--- config.mk ---
export PLATFORM = sky130hd
export DESIGN_NAME = vid_field_decoder
export DESIGN_NICKNAME = d
export VERILOG_FILES = /design/src/rtl/vfd_pkg.sv /design/src/rtl/vfd_edge_detect.sv /design/src/rtl/vfd_field_decode.sv /design/src/rtl/vfd_line_timing.sv /design/src/rtl/vid_field_decoder.sv
export SDC_FILE = /design/constraint.sdc
export NUM_CORES = 1
export LEC_CHECK = 0
export BUFFER_PORTS_ARGS = -buffer_cell sky130_fd_sc_hd__buf_2
export CELL_PAD_IN_SITES_DETAIL_PLACEMENT = 1
export CELL_PAD_IN_SITES_GLOBAL_PLACEMENT = 2
export CORE_ASPECT_RATIO = 2
export CORE_UTILIZATION = 30
export DETAILED_ROUTE_END_ITERATION = 8
export GPL_ROUTABILITY_DRIVEN = 0
export HOLD_SLACK_MARGIN = 0.05
export PLACE_DENSITY_LB_ADDON = 0.1
export RECOVER_POWER = 50
export SLEW_MARGIN = 40
export SYNTH_ARGS = -nofsm -noshare
export SYNTH_HDL_FRONTEND = slang
export SYNTH_SLANG_ARGS = --single-unit
--- constraint.sdc ---
create_clock -name clk -period 4.9 [get_ports clk]
set_clock_uncertainty 0.2 [all_clocks]
set_input_delay 1.225 -clock clk [delete_from_list [all_inputs] [get_ports clk]]
set_output_delay 1.225 -clock clk [all_outputs]
set_load 0.01 [all_outputs]
--- src/rtl/vfd_pkg.sv ---
package vfd_pkg;
  // Sync vector bit positions
  localparam int SYN_H = 0;
  localparam int SYN_V = 1;
  localparam int SYN_F = 2;
  localparam int SYN_B = 3;
  localparam int NSYNC = 4;

  // Idle levels: syncs high, field low, blank high
  localparam logic [NSYNC-1:0] SYNC_IDLE = 4'b1011;

  // Protocol codes
  localparam logic [2:0] PROTO_HFLD = 3'b011;
  localparam logic [2:0] PROTO_HVS  = 3'b100;

  typedef enum logic {
    PAR_ODD  = 1'b0,
    PAR_EVEN = 1'b1
  } parity_e;
endpackage

--- src/rtl/vfd_edge_detect.sv ---
module vfd_edge_detect #(
  parameter int                NSIG = 4,
  parameter logic [NSIG-1:0]   IDLE = '1
) (
  input  logic            clk,
  input  logic            rst,
  input  logic [NSIG-1:0] sig_now,
  output logic [NSIG-1:0] changed
);
  generate
    for (genvar i = 0; i < NSIG; i++) begin : g_sig
      logic held;
      always_ff @(posedge clk) begin
        if (rst) held <= IDLE[i];
        else     held <= sig_now[i];
      end
      assign changed[i] = held ^ sig_now[i];
    end
  endgenerate
endmodule

--- src/rtl/vfd_field_decode.sv ---
module vfd_field_decode
  import vfd_pkg::*;
(
  input  logic       clk,
  input  logic       rst,
  input  logic [2:0] mode_sel,
  input  logic       h_fall,
  input  logic       v_fall,
  input  logic       f_change,
  input  logic       h_level,
  input  logic       f_level,
  output logic       start_d,
  output logic       par_d,
  output logic       field_start,
  output logic       field_parity
);
  always_comb begin
    start_d = 1'b0;
    par_d   = field_parity;
    case (mode_sel)
      PROTO_HFLD: begin
        if (f_change && !h_level) begin
          start_d = 1'b1;
          par_d   = f_level;
        end
      end
      PROTO_HVS: begin
        if (v_fall && h_fall) begin
          start_d = 1'b1;
          par_d   = PAR_ODD;
        end else if (v_fall && h_level) begin
          start_d = 1'b1;
          par_d   = PAR_EVEN;
        end
      end
      default: ;
    endcase
  end

  always_ff @(posedge clk) begin
    if (rst) begin
      field_start  <= 1'b0;
      field_parity <= PAR_ODD;
    end else begin
      field_start  <= start_d;
      field_parity <= par_d;
    end
  end
endmodule

--- src/rtl/vfd_line_timing.sv ---
module vfd_line_timing #(
  parameter int LW              = 10,
  parameter int LINES_525       = 525,
  parameter int LINES_625       = 625,
  parameter int EVEN_START_525  = 263,
  parameter int EVEN_START_625  = 313,
  parameter int VB_ODD_END_525  = 21,
  parameter int VB_EVEN_END_525 = 284,
  parameter int VB_ODD_END_625  = 22,
  parameter int VB_EVEN_END_625 = 335
) (
  input  logic          clk,
  input  logic          rst,
  input  logic          std_625,
  input  logic          start_d,
  input  logic          par_d,
  input  logic          h_fall,
  input  logic          ext_blank,
  output logic [LW-1:0] line_number,
  output logic          active_video
);
  localparam logic [LW-1:0] L_ONE   = LW'(1);
  localparam logic [LW-1:0] L_TOT5  = LW'(LINES_525);
  localparam logic [LW-1:0] L_TOT6  = LW'(LINES_625);
  localparam logic [LW-1:0] L_EV5   = LW'(EVEN_START_525);
  localparam logic [LW-1:0] L_EV6   = LW'(EVEN_START_625);
  localparam logic [LW-1:0] L_OE5   = LW'(VB_ODD_END_525);
  localparam logic [LW-1:0] L_EE5   = LW'(VB_EVEN_END_525);
  localparam logic [LW-1:0] L_OE6   = LW'(VB_ODD_END_625);
  localparam logic [LW-1:0] L_EE6   = LW'(VB_EVEN_END_625);

  logic [LW-1:0] total;
  logic [LW-1:0] even_first;
  logic [LW-1:0] odd_blank_end;
  logic [LW-1:0] even_blank_end;
  logic [LW-1:0] line_next;
  logic          vblank_next;

  always_comb begin
    total          = std_625 ? L_TOT6 : L_TOT5;
    even_first     = std_625 ? L_EV6  : L_EV5;
    odd_blank_end  = std_625 ? L_OE6  : L_OE5;
    even_blank_end = std_625 ? L_EE6  : L_EE5;
  end

  always_comb begin
    line_next = line_number;
    if (start_d)     line_next = par_d ? even_first : L_ONE;
    else if (h_fall) line_next = (line_number >= total) ? L_ONE : line_number + L_ONE;
  end

  always_comb begin
    vblank_next = ((line_next >= L_ONE) && (line_next <= odd_blank_end)) ||
                  ((line_next >= even_first) && (line_next <= even_blank_end));
  end

  always_ff @(posedge clk) begin
    if (rst) begin
      line_number  <= L_ONE;
      active_video <= 1'b0;
    end else begin
      line_number  <= line_next;
      active_video <= !vblank_next && !ext_blank;
    end
  end
endmodule

--- src/rtl/vid_field_decoder.sv ---
module vid_field_decoder
  import vfd_pkg::*;
#(
  parameter int LINES_525       = 525,
  parameter int LINES_625       = 625,
  parameter int EVEN_START_525  = 263,
  parameter int EVEN_START_625  = 313,
  parameter int VB_ODD_END_525  = 21,
  parameter int VB_EVEN_END_525 = 284,
  parameter int VB_ODD_END_625  = 22,
  parameter int VB_EVEN_END_625 = 335,
  parameter int LINE_W = $clog2((LINES_625 > LINES_525 ? LINES_625 : LINES_525) + 1)
) (
  input  logic              clk,
  input  logic              rst,
  input  logic [2:0]        mode_sel,
  input  logic              std_625,
  input  logic              blank_en,
  input  logic              hsync_n,
  input  logic              vsync_n,
  input  logic              field_in,
  input  logic              blank_n,
  output logic              field_parity,
  output logic              field_start,
  output logic [LINE_W-1:0] line_number,
  output logic              active_video,
  output logic              pix_latch
);
  logic [NSYNC-1:0] sync_now;
  logic [NSYNC-1:0] sync_chg;
  logic             h_fall;
  logic             v_fall;
  logic             start_d;
  logic             par_d;

  assign sync_now[SYN_H] = hsync_n;
  assign sync_now[SYN_V] = vsync_n;
  assign sync_now[SYN_F] = field_in;
  assign sync_now[SYN_B] = blank_n;

  vfd_edge_detect #(
    .NSIG (NSYNC),
    .IDLE (SYNC_IDLE)
  ) u_edge (
    .clk     (clk),
    .rst     (rst),
    .sig_now (sync_now),
    .changed (sync_chg)
  );

  assign h_fall = sync_chg[SYN_H] & ~hsync_n;
  assign v_fall = sync_chg[SYN_V] & ~vsync_n;

  vfd_field_decode u_field (
    .clk          (clk),
    .rst          (rst),
    .mode_sel     (mode_sel),
    .h_fall       (h_fall),
    .v_fall       (v_fall),
    .f_change     (sync_chg[SYN_F]),
    .h_level      (hsync_n),
    .f_level      (field_in),
    .start_d      (start_d),
    .par_d        (par_d),
    .field_start  (field_start),
    .field_parity (field_parity)
  );

  vfd_line_timing #(
    .LW              (LINE_W),
    .LINES_525       (LINES_525),
    .LINES_625       (LINES_625),
    .EVEN_START_525  (EVEN_START_525),
    .EVEN_START_625  (EVEN_START_625),
    .VB_ODD_END_525  (VB_ODD_END_525),
    .VB_EVEN_END_525 (VB_EVEN_END_525),
    .VB_ODD_END_625  (VB_ODD_END_625),
    .VB_EVEN_END_625 (VB_EVEN_END_625)
  ) u_line (
    .clk          (clk),
    .rst          (rst),
    .std_625      (std_625),
    .start_d      (start_d),
    .par_d        (par_d),
    .h_fall       (h_fall),
    .ext_blank    (blank_en & ~blank_n),
    .line_number  (line_number),
    .active_video (active_video)
  );

  // Capture marker: any timing input differed from its held copy
  always_ff @(posedge clk) begin
    if (rst) pix_latch <= 1'b0;
    else     pix_latch <= |sync_chg;
  end
endmodule

# After elaboration in Yosys (flattened, before gate mapping)
# Index checks and enable logic that the tools add are counted.
# op_classes
shift	0
add_sub_neg	1
n_bitwise	10
multipliers	0
div	0
order_cmp	5
eq_ne	2
n_reduce_logical	11
muxes	16
# op_table
operator	count
$mux W10	4
$ge A10 B10 Y1	2
$le A10 B10 Y1	2
$mux W7	2
$add A10 B1 Y10 const B	1
$ge A10 B1 Y1 const B	1
$logic_and A1 B1 Y1	6
$mux W1	6
$mux W6	1
$pmux W1 S2	2
$reduce_or A4 Y1	1
$xor A1 B1 Y1	4
$and A1 B1 Y1	3
$eq A3 B2 Y1 const B	1
$eq A3 B3 Y1 const B	1
$logic_not A1 Y1	3
$not A1 Y1	3
$mux W2	1
$logic_or A1 B1 Y1	1
# word_totals
ramBits	0
mem_bits_ro	0
in_bits	11
elab_cells	54
latch_bits	0
memories	0
reg_bits	18
output_inout_bits	14

# Depth between registers and ports, before layout
# Gate-level depths: netlist of run 1.
# logic_depth
depth_word	13
mapped_depth	17

# Modules after synthesis
# A second synthesis of run 1 with hierarchy kept.
# unflattened
hier_cells	161
hier_area_um2	1447.6
# modules_own_cells
mod	instances	area_per_inst_um2	cells_each
vfd_line_timing	1	1137.3	130
vfd_edge_detect	1	142.6	12
vfd_field_decode	1	118.9	13
vid_field_decoder	1	48.8	6

# Least setup slack after synthesis of run 1
# OpenSTA, ideal clock, no wires.
# synth_timing
path_kind	input -> register
from	input std_625
to	register u_line.active_video
stages	15
required_time_ns	4.597
path_buffers	2
t_arrival_ns	4.547
setup_slack_ns	0.050
setup_time_ns	0.103
cell_sequence	inv_1 > ha_1 > a21oi_1 > or2_1 > o311ai_1 > or2_1 > buf_2 > clkbuf_1 > o21ai_0 > ha_1 > nor4b_2 > nand4_1 > or4_1 > a32o_1 > a2111oi_2
# synth_via
elab_chain_len	10
word_cells_on_any_way	18
# synth_rtl
item	line_no	rtl
from (decl)	vid_field_decoder.sv:17	input logic std_625,
$mux W7	vfd_line_timing.sv:40	total = std_625 ? L_TOT6 : L_TOT5;
$ge A10 B10 Y1	vfd_line_timing.sv:49	else if (h_fall) line_next = (line_number >= total) ? L_ONE : line_number + L_ONE;
$mux W10 (2 in a row)	vfd_line_timing.sv:49	
$mux W10 *	vfd_line_timing.sv:48	if (start_d) line_next = par_d ? even_first : L_ONE;
net u_line.line_next[4]	vfd_line_timing.sv:36	logic [LW-1:0] line_next;
$ge A10 B1 Y1, or another cell as far along	vfd_line_timing.sv:53	vblank_next = ((line_next >= L_ONE) && (line_next <= odd_blank_end)) ||
$logic_and A1 B1 Y1, on equally long branches	vfd_line_timing.sv:53, vfd_line_timing.sv:54	
$logic_or A1 B1 Y1 *	vfd_line_timing.sv:53	
$logic_not A1 Y1 *	vfd_line_timing.sv:63	active_video <= !vblank_next && !ext_blank;
$logic_and A1 B1 Y1 *	vfd_line_timing.sv:63	
to (signal assigned)	vfd_line_timing.sv:63	
to (decl)	vfd_line_timing.sv:20	output logic active_video
# The timed path passes the listed nets; every way through them passes the cells marked *.
# A chain may end at the register's enable or synchronous reset.

# Final worst setup path of run 1
# Same ends and word-level chain as after synthesis.

==> results.txt, run 1 <==
The flow ran to the end, and the final reports show no timing, DRC or antenna violations. The mapped netlist covers approximately 0.0014 sq mm. Port buffering added 24 buffers.

After layout, the minimum clock period comes to around 4.6 ns. The highest clock rate is 218.4 MHz. IR analysis of the VDD net gives a maximum drop of 0.1614 mV. The via density per instance came out at about 5.5. The share of total power dissipated in the clock network is 33.2%. Cells with a size suffix above 1 make up 18.88% of the layout. The iteration count of the initial detailed-routing pass is 4.

The area share of the leading cell type in the synthesized netlist came out at between 20% and 30%. The number of unique standard cell types used by synthesis is between 40 and 50. The wire length per cell after detailed routing is about 18 um.

Of the available clock period, the critical path in the final layout requires 93.45%. The H-tree level count came out at 1. The power per cell area is 229.6 mW/mm^2. The die covers 0.005013 sq mm. The cell chosen for the clock root is clkbuf_8. The number of buffers between clock root and the deepest sink is 2. The number of flops mapped to enable cells by yosys came out at 0.

The clock transition at the register clock pins on the worst setup and hold paths after CTS came out at roughly 0.08 ns. The overall die height came out at between 90 and 100 um. The worst setup path is of the in2reg kind. The leakage dissipation is 0.7246 nW. The die width came out at just over 50 um. The number of buffers created by CTS came out at 3. Setup repair after global routing left no endpoint under its margin. Of all cell types, the one taking the most synthesized area is dfxtp_1. The number of diodes added for antenna fixing came out at 0. The initial antenna violation count came out at 0. Across every metal layer, demand over resource in global routing totals around 20%.

The worst hold path belongs to the class reg2reg. The number of register bits inferred by synthesis is 18. The floorplan has 35 rows. The clock insertion delay at the later pin of the skew report came out at around 0.27 ns. After detailed routing, the total wire length is around 4500 um. In this run, post-CTS repair resized a total of 0 instances.

The number of buffers inserted to repair setup after CTS came out at 0. The most used flip-flop cell after synthesis is dfxtp_1. The required time at the endpoint of the critical path came out at around 5 ns. Once detail routing completed, the nets flagged for antenna violations numbered 0. The critical path data arrival time is between 4 and 5 ns. The async set-or-reset flop fraction in the synthesized netlist is 0%. For this design the top-level I/O count stands at 25. The setup slack of the most critical reg-to-reg path came out at just under 0.8 ns. The synthesis-to-layout area growth came out at 19.36%. The largest fanout on the critical path came out at 4. The total global routing overflow came out at 0. The number of failing setup endpoints in the final timing report came out at 0.

After synthesis, the mean cell area works out to 8.682 sq um. The sequential share of power came out at 41.5%. TritonCTS built the clock tree. The maximum number of pins on one net before global-route repair came out at 19. The total of hold buffers inserted after clock tree synthesis came out at 0. The core box area is 0.004554 sq mm.

The part of the power in combinational logic is between 20% and 30%. Max-cap violations in this run came to 0. The first-pass GRT wire length is between 7000 and 8000 um. The number of global-route vias before repair came to 1500. The worst relative slew slack is between 40% and 50%. Total power for the finished layout comes to between 0.3 and 0.4 mW. The slew of the pin with the lowest slew margin is between 0.8 and 0.9 ns.

Yosys attributes the largest share of cell area to dfxtp_1 25%, ha_1 18%, nor2b_1 4.4%, nor2_1 3.2%, nor3_1 2.5%. The gate count of the mapped netlist came out at 163. The final max-slew violation count came out at 0.

The DRC violation count after routing came out at 0. The effective utilization at floorplan is about 31%. The half-perimeter wire length after placement is 3829 um. The count of endpoints failing hold in the final timing report was 0. The switching part of the total came out at a little under a third. The via total after detailed routing came out at around 1400. The startpoint class of the critical path is an input port. The part of the Yosys area used for sequential elements is 25.46%.

The worst setup path is captured at a flip-flop. The number of standard cells in the final layout excluding fillers is 251. The number of clock sinks seen by CTS came out at 18. The net switching power of the design came out at about 0.12 mW. The placed instance count came out at about 250. The count of warnings emitted by yosys is 0. In this run, the number of DRC markers left after iteration 0 of detailed routing was 42. The internal power consumption is 0.2657 mW.

The net count of the finished layout is roughly 230. The final-layout setup total negative slack came out at 0 ns. The post-synthesis net count is 194.
-- kinds of logic after synthesis --
family                   synth area share (%)
multiplexers                            1.415
buffers and inverters                   3.802
AND/OR/NAND/NOR                         27.41
flip-flops                              25.46
XOR/XNOR                                4.951
adder cells (fa/ha/maj)                 17.68
AO/OA/AOI/OAI                           19.27
-- power by group through the flow --
stage | combinational, mW | sequential, mW | clock [mW]
6_report | 0.0983 | 0.161 | 0.129
5_1_grt | 0.110 | 0.162 | 0.137
4_1_cts | 0.101 | 0.161 | 0.132
3_3_place_gp | 0.0968 | 0.164 | 0
2_1_floorplan | 0.0576 | 0.165 | 0
3_5_place_dp | 0.100 | 0.165 | 0
-- layer usage --
| layer | vias to the layer above | global-route usage, % | routed length [um] |
|---|---|---|---|
| li1 | 659 | - | - |
| met1 | 658 | 17.78 | 1484 |
| met2 | 39 | 40.82 | 2690 |
| met3 | 14 | 1.988 | 145 |
| met4 | 0 | 10.90 | 228 |
| met5 | - | 0 | 0 |
-- registers in the layout, summed over array words and instances (netlist names) --
name / count
u_line.line_number: 10
u_edge.g_sig.held: 4
pix_latch: 1
u_field.field_parity: 1
u_field.field_start: 1
u_line.active_video: 1
-- final timing paths --
path,startpoint,end,cells after the start
worst min register to register,u_edge.g_sig[1].held$_SDFF_PP1_,pix_latch$_SDFF_PP0_,2
worst min-delay path,u_edge.g_sig[1].held$_SDFF_PP1_,pix_latch$_SDFF_PP0_,2
worst max register to register,u_line.line_number[1]$_SDFF_PP0_,u_line.active_video$_SDFF_PP0_,13
worst max-delay path,std_625,u_line.active_video$_SDFF_PP0_,14
-- cells in the mapped netlist (2+ instances only) --
| cell | number |
|---|---|
| nor2b_1 | 10 |
| dfxtp_1 | 18 |
| or2_1 | 2 |
| nand2_1 | 8 |
| xor2_1 | 4 |
| a21o_1 | 2 |
| clkbuf_1 | 2 |
| nor2_1 | 12 |
| nand3_1 | 3 |
| ha_1 | 20 |
| o211ai_1 | 2 |
| or2_2 | 5 |
| o21a_1 | 4 |
| nand2b_1 | 3 |
| a31oi_1 | 3 |
| nand3b_1 | 2 |
| xnor2_1 | 4 |
| and3_1 | 2 |
| o22ai_1 | 2 |
| a21oi_1 | 4 |
| inv_1 | 8 |
| a211oi_1 | 2 |
| nor3_1 | 7 |
| mux2i_1 | 2 |
| nand4_1 | 4 |
| o311ai_1 | 2 |
| o21ai_0 | 7 |
-- cell usage in the layout, fill, tap and decap left out, types with 2 or more instances in the layout --
master,netlist,layout
nand3b_1,2,2
o22ai_1,2,2
and3_1,2,2
o311ai_1,2,2
xor2_1,4,4
nand2b_1,3,3
o21a_1,4,4
buf_2,1,13
xnor2_1,4,4
clkbuf_1,2,11
a21o_1,2,2
nand3_1,3,3
a211oi_1,2,2
dfxtp_1,18,18
nor3_1,7,7
nor2b_1,10,10
o21ai_0,7,7
nor2_1,12,12
nand2_1,8,8
clkbuf_8,0,4
mux2i_1,2,2
nand4_1,4,4
buf_4,0,9
a21oi_1,4,4
a31oi_1,3,3
or2_2,5,5
inv_1,8,8
or2_1,2,2
ha_1,20,20
o211ai_1,2,2
-- worst max-delay path, cell delays in order --
cell and delay (ns):
buf_2 0.12, inv_1 0.09, ha_1 0.32, a21oi_1 0.12, or2_1 0.11, o311ai_1 0.13
or2_1 0.27, o21ai_0 0.27, ha_1 0.33, nor4b_2 0.31, nand4_1 0.15, or4_1 0.49
a32o_1 0.28, a2111oi_2 0.34
-- final cells by class --
class                      instances  area (sq um)
fill                             572          2865
sequential                        18         360.3
clock buffer                       4         55.05
multi-input combinational        133          1001
tap                               55         68.82
inverter                           8         30.03
timing repair buffer              33         173.9
-- through the flow --
| step | utilization, % | setup slack (ns) | area (sq um) | hold WS [ns] |
|---|---|---|---|---|
| after floorplan | - | 0.04995 | 1415 | 0.3092 |
| after global placement | 36.18 | 0.1801 | 1648 | 0.3281 |
| final | 37.09 | 0.3212 | 1689 | 0.3423 |
| after detailed placement | 36.18 | 0.07653 | 1648 | 0.3418 |
| after CTS | 37.39 | 0.3425 | 1703 | 0.3521 |
| after global routing | 37.09 | 0.02763 | 1689 | 0.3823 |
No activity file was read; power rests on OpenSTA's default activity.
==> inputs of run 2 (changes only) <==
--- a/config.mk
+++ b/config.mk
@@ -8,7 +8,6 @@
 export BUFFER_PORTS_ARGS = -buffer_cell sky130_fd_sc_hd__buf_2
 export CELL_PAD_IN_SITES_DETAIL_PLACEMENT = 1
 export CELL_PAD_IN_SITES_GLOBAL_PLACEMENT = 2
-export CORE_ASPECT_RATIO = 2
 export CORE_UTILIZATION = 30
 export DETAILED_ROUTE_END_ITERATION = 8
 export GPL_ROUTABILITY_DRIVEN = 0
==> results.txt, run 2 (same netlist as run 1, synthesis figures left out) <==
The maximum cell stage delay along the critical path is 0.49 ns (about the same). The number of buffers between clock root and the deepest sink came to 2 (unchanged). The number of I/O pins came to 25 (unchanged). The critical path data arrival time is 4.58 ns (+0.03 ns).

The final reports fail on design-rule violations. The total of hold buffers inserted after clock tree synthesis came to 0 (unchanged). The number of filler cells placed in the layout came out at 550 (-3.8%). The DRC violation count after routing is 2 (+2). The largest fanout on the critical path is 4 (unchanged). The via total after detailed routing came out at 1348 (-1.6%).

The number of clock sinks seen by CTS came out at 18 (unchanged). The net count of the finished layout is 226 (-0.88%). The number of buffers created by CTS is 3 (unchanged). The total number of placement rows came out at 24 (-31%). The critical path starts at std_625. The TritonCTS clock tree is yes. The number of buffers inserted to repair setup after CTS came out at 0 (unchanged). The combined buffer and inverter count along the critical path came out at 2 (unchanged).

The effective utilization at floorplan came out at 31.84% (+0.77 points). The setup slack of the most critical reg-to-reg path was 0.79 ns (about the same). The clock transition at the register clock pins on the worst setup and hold paths after CTS came to 0.07 ns (about the same). The global-route total usage across every layer was 18.58% (-1.5 points). In this run the most critical hold path is launched from u_edge.g_sig[1].held$_SDFF_PP1_.

The cell chosen for the clock root is clkbuf_8. The die footprint came out at 0.004996 sq mm (-0.34%). The endpoint identified for the worst register-to-register timing path is u_line.active_video$_SDFF_PP0_. The number of failing setup endpoints in the final timing report came out at 0 (unchanged). The number of input and output port buffers inserted is 24 (unchanged). Counting flops per register, the top entry is u_line.line_number. The combined flip-flop and latch cell area came to 360.3 sq um (unchanged).

The number of resized instances in the post-cts repair step came out at 0 (unchanged). Traced cell by cell, the critical path runs through buf_2, inv_1, ha_1, a21oi_1, or2_1, o311ai_1, or2_1, o21ai_0, ha_1, nor4b_2, nand4_1, or4_1, a32o_1, a2111oi_2. The final worst slack was 0.2816 ns (-0.03960 ns). The detailed-route wire length came to 4235 um (-6.9%). The number of flip-flops under the largest register name came out at 10 (unchanged). Setup repair after global routing left no endpoint under its margin. The startpoint class of the critical path is an input port. The iteration count of the initial detailed-routing pass came out at 6 (+2). The critical path in this run is classified as in2reg.

The end of the worst hold path is pix_latch$_SDFF_PP0_. The first-pass GRT wire length came out at 7107 um (-3.8%). The power per cell area came to 230.2 mW/mm^2 (+0.26%). The required time at the endpoint of the critical path is 4.86 ns (about the same).

The initial antenna violation count is 0 (unchanged). The number of standard cells in the final layout excluding fillers came to 246 (-2.0%). The final max-slew violation count is 0 (unchanged).

The post-placement cell area came out at 0.001629 sq mm (-1.1%). The share of layout cells above drive strength 1 came out at 18.04% (-0.84 points). The worst IR drop on VDD came out at 0.08583 mV (-47%). The clock insertion delay at the later pin of the skew report came out at 0.26 ns (about the same). The overall die height is 70.68 um (-29%). The worst slack at placement came to 0.001655 ns (-0.07487 ns). In the final layout, the registers with the most flip-flops are u_line.line_number x10, u_edge.g_sig.held x4. The slew of the pin with the lowest slew margin is 0.8669 ns (+0.01158 ns). The library cell used most frequently in the layout, excluding fill and tap cells, is ha_1. The flow ran to the end, but the final reports show violations. The total stage count of the critical path came out at 14 (unchanged). The core box area came out at 0.004444 sq mm (-2.4%). The half-perimeter wire length after placement is 3442 um (-10%). The highest clock rate is 216.5 MHz (-0.86%).

The count of endpoints failing hold in the final timing report came to 0 (unchanged). The number of diodes added for antenna fixing came out at 0 (unchanged). The final-layout setup total negative slack came out at 0 ns (unchanged). The synthesis-to-layout area growth is 18.04%.

The via density per instance is 5.480 (+0.39%). The worst register-to-register path begins at u_line.line_number[1]$_SDFF_PP0_. The placed instance count is 242 (-2.0%). The cell count of the worst reg-to-reg path is 13 (unchanged).

The wire length per cell after detailed routing is 17.22 um (-5.0%). The count of antenna-violating nets left after detailed routing is 0 (unchanged). The fraction of the cycle the final worst path needs came out at 94.25% (+0.81 points). The worst hold path stage count is 2 (unchanged).

The time the final worst path needs with I/O delays and setup came out at 4.618 ns (+0.03960 ns). The library cells used most frequently in the layout, excluding fill and tap cells, are 20 x ha_1, 18 x dfxtp_1, 13 x buf_2. The area of all placed cells without fillers came out at 0.001670 sq mm (-1.1%). The top cell family by delay on the critical path is simple AND/OR/NAND/NOR gates.

The area occupied by multi-input gates is 0.001001 sq mm (unchanged). The worst hold slack is 0.3484 ns (+0.006162 ns). The iteration-0 DRC count of the detailed router is 55 (+31%). The number of global-route vias before repair came out at 1363 (-9.1%). The total global routing overflow is 0 (unchanged). The worst relative slew slack came out at 42.21% (-0.77 points). STA classifies the critical path endpoint as a flip-flop.

The path class of the tightest hold or removal check is reg2reg. The post-layout total power is 0.3845 mW (-0.85%). The maximum number of pins on one net before global-route repair is 19 (unchanged). The count of maximum capacitance violations is 0 (unchanged). For this design, the slowest cell found on the critical path is or4_1. The H-tree level count is 1 (unchanged). The utilization after layout came out at 37.58% (+0.50 points). The die width came out at 70.68 um (+40%). The leakage dissipation came to 0.7141 nW (-1.5%).
-- run 2: cell count changes in the layout (fill, tap and decap cells not counted), sizes merged --
cell and change:
buf -2
-- run 2: area by class of cell --
| cell class | count | share of cell area [%] |
|---|---|---|
| Clock buffer | 4 | 3.296 |
| Inverter | 8 | 1.798 |
| Multi-Input combinational cell | 133 | 59.93 |
| Sequential cell | 18 | 21.57 |
| Tap cell | 52 | 3.895 |
| Timing Repair Buffer | 31 | 9.513 |
-- run 2: layer usage --
| layer | GRT usage (%) | share of wire (%) | routed length, um |
|---|---|---|---|
| met5 | 0 | 0 | 0 |
| met4 | 4.889 | 1.2 | 51 |
| met3 | 3.134 | 4.3 | 180 |
| met2 | 29.49 | 45 | 1905 |
| met1 | 26.11 | 50 | 2097 |
-- run 2: worst max-delay path by stage --
stage	to
floorplan	u_line.active_video$_SDFF_PP0_
global placement	u_line.active_video$_SDFF_PP0_
detailed placement	u_line.active_video$_SDFF_PP0_
CTS	u_line.active_video$_SDFF_PP0_
global route	u_line.active_video$_SDFF_PP0_
finish	u_line.active_video$_SDFF_PP0_
-- run 2: report_power, final --
group | internal [mW] | switching (mW)
sequential | 0.153 | 0.00841
clock | 0.0716 | 0.0560
combinational | 0.0407 | 0.0551
total | 0.265 | 0.120
-- run 2: worst reg2reg max path: cells and delay by family (launching register included) --
family	cells	cell delay, ns
buffers and inverters	1	0.11
AO/OA/AOI/OAI	5	1.31
flip-flops	1	0.51
adder cells (fa/ha/maj)	2	0.53
AND/OR/NAND/NOR	5	1.34
==> inputs of run 3 (changes only) <==
--- a/config.mk
+++ b/config.mk
@@ -8,7 +8,7 @@
 export BUFFER_PORTS_ARGS = -buffer_cell sky130_fd_sc_hd__buf_2
 export CELL_PAD_IN_SITES_DETAIL_PLACEMENT = 1
 export CELL_PAD_IN_SITES_GLOBAL_PLACEMENT = 2
-export CORE_UTILIZATION = 30
+export CORE_UTILIZATION = 33
 export DETAILED_ROUTE_END_ITERATION = 8
 export GPL_ROUTABILITY_DRIVEN = 0
 export HOLD_SLACK_MARGIN = 0.05
==> constraint.sdc (replaced) <==
create_clock -name clk -period 4.39 [get_ports clk]
set_clock_uncertainty 0.2 [all_clocks]
set_input_delay 1.0975 -clock clk [delete_from_list [all_inputs] [get_ports clk]]
set_output_delay 1.0975 -clock clk [all_outputs]
set_load 0.01 [all_outputs]
==> results.txt, run 3 (same netlist as run 1, synthesis figures left out) <==
The run finished with clean final reports. The core box area is 0.004058 sq mm (-8.7%). The largest registers in the layout are u_line.line_number x10, u_edge.g_sig.held x4. The required time at the endpoint of the critical path was 4.35 ns (-0.51 ns). The worst setup path is captured at a flip-flop. The clock transition at the register clock pins on the worst setup and hold paths after CTS came out at 0.07 ns (about the same). The number of flip-flops under the largest register name came out at 10 (unchanged). The iteration-0 DRC count of the detailed router is 44 (-20%). The number of I/O pins came out at 25 (unchanged). The number of global-route vias before repair is 1473 (+8.1%). The library cells used most frequently in the layout, excluding fill and tap cells, are 19 x buf_4, 18 x dfxtp_1, 15 x ha_1, 15 x buf_2, 12 x nor2_1.

The count of endpoints failing hold in the final timing report is 0 (unchanged). The half-perimeter wire length after placement is 3726 um (+8.3%). The die footprint came to 0.004554 sq mm (-8.8%).

The count of antenna-violating nets left after detailed routing is 0 (unchanged). Setup repair after global routing left no endpoint under its margin. The via total after detailed routing is 1371 (+1.7%). The internal power consumption is 0.2866 mW (+8.2%). The DRC violation count after routing is 0 (-2). The largest fanout on the critical path is 6 (+2). The worst hold slack is 0.3510 ns (+0.002629 ns). The worst hold path belongs to the class reg2reg. The net count of the finished layout was 238 (+5.3%). The number of buffers created by CTS is 3 (unchanged).

The number of input and output port buffers inserted is 24 (unchanged). The number of buffers between clock root and the deepest sink is 2 (unchanged). The global-route total usage across every layer came to 21.95% (+3.4 points). The power per cell area is 227.2 mW/mm^2 (-1.3%). The detailed-route wire length was 4479 um (+5.8%). TritonCTS built the clock tree.

By instance count, the cell type seen most on the critical path is ha_4. The number of standard cells in the final layout excluding fillers came to 255 (+3.7%). The leakage dissipation came out at 0.7716 nW (+8.1%). The effective utilization at floorplan was 34.88% (+3.0 points). The count of maximum capacitance violations is 0 (unchanged). The initial antenna violation count was 0 (unchanged).

The worst IR drop on VDD is 0.1254 mV (+46%). The maximum cell stage delay along the critical path is 0.53 ns (+0.04 ns). The number of diodes added for antenna fixing is 0 (unchanged).

More flip-flops sit in one register than any other, and that register is u_line.line_number. The number of clock sinks seen by CTS came out at 18 (unchanged). The worst setup path is launched from an input port.

The first-pass GRT wire length is 7079 um (-0.39%). The number of failing setup endpoints in the final timing report came out at 0 (unchanged). The sequential share of power is 42.5% (+0.6 points).

The highest clock rate came out at between 200 and 250 MHz. The total of hold buffers inserted after clock tree synthesis is 0 (unchanged). The total number of placement rows is 23 (-4.2%). The setup path with the least slack is of type in2reg. The critical path data arrival time is 4.20 ns (-0.38 ns). Dividing the final minimum period by the clock period gives a little over nine tenths. The clock insertion delay at the later pin of the skew report was 0.26 ns (about the same).

The total global routing overflow came to 0 (unchanged). The maximum number of pins on one net before global-route repair is 19 (unchanged). The die width is 67.49 um (-4.5%). The post-layout total power is 0.4222 mW (+9.8%).

The part of the power in combinational logic came to 28.1% (+3.2 points). Compared with the post-synthesis result, the final layout area differs by 31.30%. The net switching power of the design is 0.1356 mW (+13%).

The fraction of power consumed by the clock network was 29.3% (-3.9 points). The share of layout cells above drive strength 1 came out at 29.76% (+12 points). For this design, the slowest cell found on the critical path is or4_1. The switching part of the total was 32.11% (+1.0 points). The wire length per cell after detailed routing came to 17.56 um (+2.0%). The slew of the pin with the lowest slew margin came out at 0.8445 ns (-0.02234 ns). The worst path needs approximately 4.2 ns of the cycle, external delays included. Leaving out fill and tap cells, the most frequent cell in the layout is buf_4.

The cell chosen for the clock root is clkbuf_8. Traced cell by cell, the critical path runs through buf_2, clkinvlp_4, ha_4, o311ai_4, o311ai_2, or2_4, o21ai_4, ha_4, nor4b_2, nand4_1, or4_1, a32o_1, a2111oi_2. The placed instance count is 250 (+3.3%). The final max-slew violation count is 0 (unchanged).

The via density per instance is 5.376 (-1.9%). The H-tree level count came out at 1 (unchanged). The iteration count of the initial detailed-routing pass came out at 4 (-2). The overall die height came out at 67.49 um (-4.5%).

The worst relative slew slack came out at 43.70% (+1.5 points).
## run 3: cell types whose count changed in the layout (fill, tap and decap cells not counted), moves of 2 or more
cell      before  now
ha_1          20   15
clkbuf_1      11    9
buf_2         13   15
buf_4          7   19
ha_4           0    4
o311ai_1       2    0
## run 3: critical path, delay by kind of cell
family          cells  cell delay [ns]
fa+ha+maj           2             0.44
buf+inv             2             0.30
simple gates        4             1.23
compound gates      5             1.12
## run 3: through the flow
stage	worst slack, ns	instance area, sq um	util [%]	TNS [ns]
2_1_floorplan	-0.08021	1496	-	-0.08021
3_3_place_gp	-0.08455	1767	43.54	-0.08455
3_5_place_dp	-0.3191	1767	43.54	-0.3191
4_1_cts	0.01233	1810	44.62	0
5_1_grt	0.004412	1858	45.79	0
6_report	0.1520	1858	45.79	0
## run 3: what timing repair did
item / 4_1_cts / 5_1_grt
cloned: 0 / 0
pin swaps: 0 / 1
setup endpoints to repair: 1 / 1
resized for setup: 1 / 8
setup buffers: 0 / 2
## run 3: layer usage
metal | track usage [%] | vias up | share of wire (%)
met4 | 9.309 | 0 | 2.2
li1 | - | 680 | -
met3 | 2.872 | 7 | 2.8
met5 | 0 | - | 0
met2 | 41.46 | 27 | 53
met1 | 24.01 | 657 | 42
## run 3: cell type report
cell class / count / area [sq um]
fillers: 484 / 2200
multi-input cells: 133 / 1109
flip-flops and latches: 18 / 360.3
clock buffers: 3 / 41.29
well taps: 50 / 62.56
inverters: 8 / 33.78
repair buffers: 43 / 251.5
## run 3: power by group through the flow
stage               clock [mW]  sequential [mW]  combinational, mW
global route             0.134            0.181              0.133
finish                   0.124            0.180              0.119
floorplan                    0            0.184             0.0681
detailed placement           0            0.183              0.118
global placement             0            0.183              0.112
CTS                      0.128            0.179              0.118
## run 3: path summary, 6_finish.rpt
path,start,endpoint,slack (ns),cells after the start
worst min register to register,u_edge.g_sig[1].held$_SDFF_PP1_,pix_latch$_SDFF_PP0_,0.35,2
worst max-delay path,std_625,u_line.active_video$_SDFF_PP0_,0.15,13
worst max register to register,u_line.line_number[1]$_SDFF_PP0_,u_line.active_video$_SDFF_PP0_,0.62,13
worst min-delay path,u_edge.g_sig[1].held$_SDFF_PP1_,pix_latch$_SDFF_PP0_,0.35,2
